===== src/rtl/ftsg_pkg.sv =====
// Package: shared types for the flash toggle status generator.
// Assumes nothing beyond being compiled before the modules that import it.
package ftsg_pkg;
    // Operation kind as signalled by the sequencer and the command pulse.
    typedef enum logic {
        OPK_PROG  = 1'b0,
        OPK_ERASE = 1'b1
    } op_kind_e;
endpackage


===== src/rtl/ftsg_rd_strobe.sv =====
// Module: read event detector.
// Gives a one-cycle pulse in the first cycle where both active-low strobes
// are low. Assumes the strobes are synchronous to clk.
module ftsg_rd_strobe (
    input  logic clk,
    input  logic rst_n,
    input  logic oe_n,
    input  logic ce_n,
    output logic rd_evt
);
    logic rd_act;
    logic rd_q;

    assign rd_act = ~oe_n & ~ce_n;

    // Remember whether a read was already active last cycle.
    always_ff @(posedge clk) begin
        if (!rst_n) rd_q <= 1'b0;
        else        rd_q <= rd_act;
    end

    assign rd_evt = rd_act & ~rd_q;
endmodule


===== src/rtl/ftsg_sect_hit.sv =====
// Module: sector membership test.
// Maps the top SECT_W address bits to a sector index and reports whether
// that sector's bit is set in the mask. Assumes a uniform sector map.
module ftsg_sect_hit #(
    parameter int ADDR_W = 8,
    parameter int SECT_W = 2,
    localparam int NSECT = 1 << SECT_W
) (
    input  logic [ADDR_W-1:0] addr,
    input  logic [NSECT-1:0]  mask,
    output logic              hit
);
    logic [SECT_W-1:0] idx;
    logic [NSECT-1:0]  match;

    assign idx = addr[ADDR_W-1 -: SECT_W];

    // One comparator per sector, gated by that sector's mask bit.
    for (genvar i = 0; i < NSECT; i++) begin : g_sect
        assign match[i] = mask[i] & (idx == SECT_W'(i));
    end

    assign hit = |match;
endmodule


===== src/rtl/ftsg_prot_timer.sv =====
// Module: protected-target toggle window timer.
// Loads one of two cycle counts and counts down to zero; busy while non-zero.
// Assumes at most one load request per cycle (erase has priority).
module ftsg_prot_timer #(
    parameter int ERASE_CYC = 40,
    parameter int PROG_CYC  = 8,
    localparam int MAXC  = (ERASE_CYC > PROG_CYC) ? ERASE_CYC : PROG_CYC,
    localparam int CNT_W = $clog2(MAXC + 1)
) (
    input  logic             clk,
    input  logic             rst_n,
    input  logic             load_erase,
    input  logic             load_prog,
    output logic             busy,
    output logic [CNT_W-1:0] cnt
);
    // Load on request, otherwise count down while non-zero.
    always_ff @(posedge clk) begin
        if (!rst_n)            cnt <= '0;
        else if (load_erase)   cnt <= CNT_W'(ERASE_CYC);
        else if (load_prog)    cnt <= CNT_W'(PROG_CYC);
        else if (cnt != '0)    cnt <= cnt - 1'b1;
    end

    assign busy = (cnt != '0);
endmodule


===== src/rtl/flash_toggle_status.sv =====
// Module: top of the flash toggle status generator.
// Drives the global busy toggle, the per-sector erase toggle and the
// status/array select. Assumes the sequencer holds op_busy low during a
// suspended erase except while a suspend-program runs (with op_erase low),
// and that cmd_go is a single-cycle pulse.
module flash_toggle_status
    import ftsg_pkg::*;
#(
    parameter int ADDR_W         = 8,
    parameter int SECT_W         = 2,
    parameter int ERASE_PROT_CYC = 40,
    parameter int PROG_PROT_CYC  = 8,
    localparam int NSECT = 1 << SECT_W
) (
    input  logic              clk,
    input  logic              rst_n,
    input  logic              oe_n,
    input  logic              ce_n,
    input  logic [ADDR_W-1:0] rd_addr,
    input  logic              op_busy,
    input  logic              op_erase,
    input  logic              erase_susp,
    input  logic [NSECT-1:0]  sel_mask,
    input  logic [NSECT-1:0]  prot_mask,
    input  logic              cmd_go,
    input  logic              cmd_erase,
    input  logic [ADDR_W-1:0] cmd_addr,
    output logic              tgl_busy,
    output logic              tgl_sect,
    output logic              show_status
);
    localparam int MAXC  = (ERASE_PROT_CYC > PROG_PROT_CYC) ? ERASE_PROT_CYC : PROG_PROT_CYC;
    localparam int CNT_W = $clog2(MAXC + 1);

    logic             rd_evt;
    logic             rd_hit;
    logic             cmd_prot_hit;
    logic             tmr_busy;
    logic [CNT_W-1:0] tmr_cnt;
    logic             ld_erase;
    logic             ld_prog;
    logic             toggle_on;
    logic             erase_live;
    op_kind_e         cmd_kind;
    op_kind_e         run_kind;

    ftsg_rd_strobe u_rd (
        .clk    (clk),
        .rst_n  (rst_n),
        .oe_n   (oe_n),
        .ce_n   (ce_n),
        .rd_evt (rd_evt)
    );

    ftsg_sect_hit #(.ADDR_W(ADDR_W), .SECT_W(SECT_W)) u_rd_sect (
        .addr (rd_addr),
        .mask (sel_mask),
        .hit  (rd_hit)
    );

    ftsg_sect_hit #(.ADDR_W(ADDR_W), .SECT_W(SECT_W)) u_cmd_sect (
        .addr (cmd_addr),
        .mask (prot_mask),
        .hit  (cmd_prot_hit)
    );

    ftsg_prot_timer #(.ERASE_CYC(ERASE_PROT_CYC), .PROG_CYC(PROG_PROT_CYC)) u_tmr (
        .clk        (clk),
        .rst_n      (rst_n),
        .load_erase (ld_erase),
        .load_prog  (ld_prog),
        .busy       (tmr_busy),
        .cnt        (tmr_cnt)
    );

    assign cmd_kind = op_kind_e'(cmd_erase);
    assign run_kind = op_kind_e'(op_erase);

    // Decide whether a command hits only protected storage.
    always_comb begin
        ld_erase = 1'b0;
        ld_prog  = 1'b0;
        if (cmd_go) begin
            if (cmd_kind == OPK_ERASE)
                ld_erase = (sel_mask != '0) && ((sel_mask & ~prot_mask) == '0);
            else
                ld_prog  = cmd_prot_hit;
        end
    end

    assign toggle_on   = op_busy | tmr_busy;
    assign erase_live  = (op_busy & (run_kind == OPK_ERASE)) | erase_susp;
    assign show_status = toggle_on | (erase_susp & rd_hit);

    // Global toggle: flips on every read while an operation is live.
    always_ff @(posedge clk) begin
        if (!rst_n)                     tgl_busy <= 1'b0;
        else if (rd_evt && toggle_on)   tgl_busy <= ~tgl_busy;
    end

    // Sector toggle: flips on reads to selected sectors of a live erase.
    always_ff @(posedge clk) begin
        if (!rst_n)                               tgl_sect <= 1'b0;
        else if (rd_evt && rd_hit && erase_live)  tgl_sect <= ~tgl_sect;
    end
endmodule


===== config.mk =====
export PLATFORM = sky130hd
export DESIGN_NAME = flash_toggle_status
export DESIGN_NICKNAME = d
export VERILOG_FILES = /design/src/rtl/ftsg_pkg.sv /design/src/rtl/ftsg_rd_strobe.sv /design/src/rtl/ftsg_sect_hit.sv /design/src/rtl/ftsg_prot_timer.sv /design/src/rtl/flash_toggle_status.sv
export SDC_FILE = /design/constraint.sdc
export NUM_CORES = 1
export LEC_CHECK = 0
export ABC_AREA = 1
export BUFFER_PORTS_ARGS = -buffer_cell sky130_fd_sc_hd__buf_4
export CORE_MARGIN = 2
export CORE_UTILIZATION = 45
export CTS_CLUSTER_DIAMETER = 120
export DETAILED_ROUTE_END_ITERATION = 12
export PLACE_DENSITY_LB_ADDON = 0.25
export SKIP_LAST_GASP = 1
export SYNTH_ARGS = -nofsm -noshare
export SYNTH_HDL_FRONTEND = slang
export SYNTH_SLANG_ARGS = --single-unit

===== constraint.sdc =====
create_clock -name clk -period 2.69 [get_ports clk]
set_clock_uncertainty 0.2 [all_clocks]
set_input_delay 0.4035 -clock clk [delete_from_list [all_inputs] [get_ports clk]]
set_output_delay 0.4035 -clock clk [all_outputs]
set_load 0.05 [all_outputs]

==> impl_metrics.ini <==
[status]
status = finished clean

[cts]
clockRootBuffer = clkbuf_4
insertion_delay_ps = 260
cts_made_buffers = 3
cts_htree_levels = 1
cts.sinks = 9
clk_path_buf_depth = 2
cts_resized = 0
post_cts_buffers = 0
cts_hold_buf = 0
tritoncts = done
clk_pin_slew_worst_paths_ps = 60

[sta]
setup_slack_ps = 367
fmax_mhz = 430
hold-worst-slack_ps = 132
min_period_ps = 2320
rsz0062_at_grt = no
relSlewSlack_pct = 85.0
report.final.slew_viol_count = 0
fin_crit_sh_pct = 86.4
tightest_slew_ps = 224
setup_violations = 0
hold_viol_final = 0
fin_tns_setup_ps = 0

[floorplan]
io_pins = 36
dieArea_um2 = 1710
start_util_pct = 48.4
fp.coreArea_um2 = 1300
die_h_um = 41.4
die_w_um = 41.4
fp-row-count = 13

[route]
routed_via_density = 4.69
antenna_left = 0
drc = 0
routedWlPerCell_um = 9.45
wl_um = 1370
dr.pass1.iters = 2
dr.first_iter.drc_count = 8
vias = 680

[grt]
busiest_layer = met2
grt.total_usage_pct = 18.7
grt_max_degree = 6
grt_pass1_wl_um = 2080
overflow = 0
antenna_found_initial = 0
grt_use_met1_pct = 20.2
grt_use_met3_pct = 7.98
grtUsageMet2_pct = 34.4
grt_pass1_vias = 567

[logic_synthesis]
synthesis.area_um2 = 629
yosysSeqAreaShare_pct = 28.6
synth.net_count = 137
ys.warnings.count = 0
synth-edff-count = 0
ys_seq_elements = 9
synth_area_per_cell_um2 = 6.11
synth_cell_type_count = 18
async_flop_share_pct = 0
netlist_instances = 103
synth_flop_cell = dfxtp_1

[layout]
diodes = 0
final_layout_size_suffix_gt1_share_pct = 25.4
post-route-util_pct = 65.1
final_area_um2 = 847
stdcell_count = 145
syn2layout_area_growth_pct = 34.6
layout.nets = 165
n_fill_cell = 132

[placed_design]
port_buffers = 23
dp.cells = 141
hpwl_um = 1160
place.gp.congestion = 0.716
place_ws_ps = 656
dpl_cell_area_um2 = 821

[worst_setup_path]
cp.arrival_ps = 1720
crit_path_start_kind = flip-flop
path_class = reg2out
critPathCaptureType = output port
path_max_fanout = 4
worst_ep_required_time_ps = 2090

[power]
power_density_nw_per_um2 = 803
worst_ir_drop_vdd_v = 0.000463
power.leakage_nw = 0.472
p_total_mw = 0.680

[min_path]
hp-class = in2reg

[flow_run]
maxCapViolCount = 0
[synthesized netlist by cell type, types with 2 or more instances]
master	count	area share, %
inv_1	18	11
dfxtp_1	9	29
nand2_1	27	16
nor2_4	2	3.6
a21oi_1	5	4.0
o21ai_1	2	1.6
nor2_1	16	9.5
nand3_1	12	9.5
nor3_1	2	1.6
xor2_1	2	2.8
[layout make-up]
| class | count | area [um2] | share of cell area, % |
|---|---|---|---|
| clock buffer | 4 | 26.3 | 3.10 |
| inverter | 19 | 71.3 | 8.42 |
| multi-input combinational | 75 | 378 | 44.6 |
| sequential | 9 | 180 | 21.3 |
| tap | 15 | 18.8 | 2.22 |
| timing repair buffer | 23 | 173 | 20.4 |
[where the power goes]
part / internal (mW) / switching (mW) / leakage, nW / total [mW]
sequential: 0.168 / 0.0327 / 0.0742 / 0.200
clock: 0.0573 / 0.0500 / 0.0150 / 0.107
combinational: 0.154 / 0.218 / 0.383 / 0.372
[cell families (layout without fill, tap and decap cells)]
kind of cell               Yosys count  in the layout  share of synthesized area, %
AOI/OAI and AO/OA                    8              8                          6.76
xor gates and xnor gates             2              2                          2.78
adders and majority gates            1              1                          1.99
buffers and inverters               19             46                          11.3
DFF                                  9              9                          28.6
and+or+nand+nor                     64             64                          48.5
[critical path: stages, from the launching register on]
cell	delay (ps)
dfxtp_1	330
inv_1	120
ha_1	260
nand2_2	90
nor2_4	110
nand3b_1	150
o21bai_1	200
buf_4	190
[sequential cells by signal, indices dropped and copies added (netlist names)]
register,cells
u_tmr.cnt,6
tgl_sect,1
u_rd.rd_q,1
tgl_busy,1
[metal layers]
layer / part of all wire, % / vias up / routed length [um]
met5: 0 / - / 0
met4: 0 / 0 / 0
met3: 4.7 / 0 / 64
met2: 53 / 11 / 724
met1: 42 / 298 / 581
li1: - / 371 / -
[worst paths after layout]
check,start,endpoint,slack (ps),cells after the start
max,u_tmr.cnt[0],show_status,370,7
min,oe_n,u_rd.rd_q,130,2
max reg2reg,u_tmr.cnt[0],tgl_busy,1080,7
min reg2reg,tgl_busy,tgl_busy,330,2
[cell usage in the layout, fill, tap and decap left out]
master / synthesis / layout
nand2_1: 27 / 27
buf_4: 0 / 23
inv_1: 18 / 18
nor2_1: 16 / 16
nand3_1: 12 / 12
dfxtp_1: 9 / 9
a21oi_1: 5 / 5
clkbuf_4: 0 / 3
nor2_4: 2 / 2
o21ai_1: 2 / 2
nor3_1: 2 / 2
xor2_1: 2 / 2
inv_2: 1 / 1
nand2_2: 1 / 1
nand3b_1: 1 / 1
o21bai_1: 1 / 1
nand3_2: 1 / 1
nand2_4: 1 / 1
nor3_4: 1 / 1
ha_1: 1 / 1
clkbuf_1: 0 / 1
Note: power is estimated with default switching activity, not from simulation.
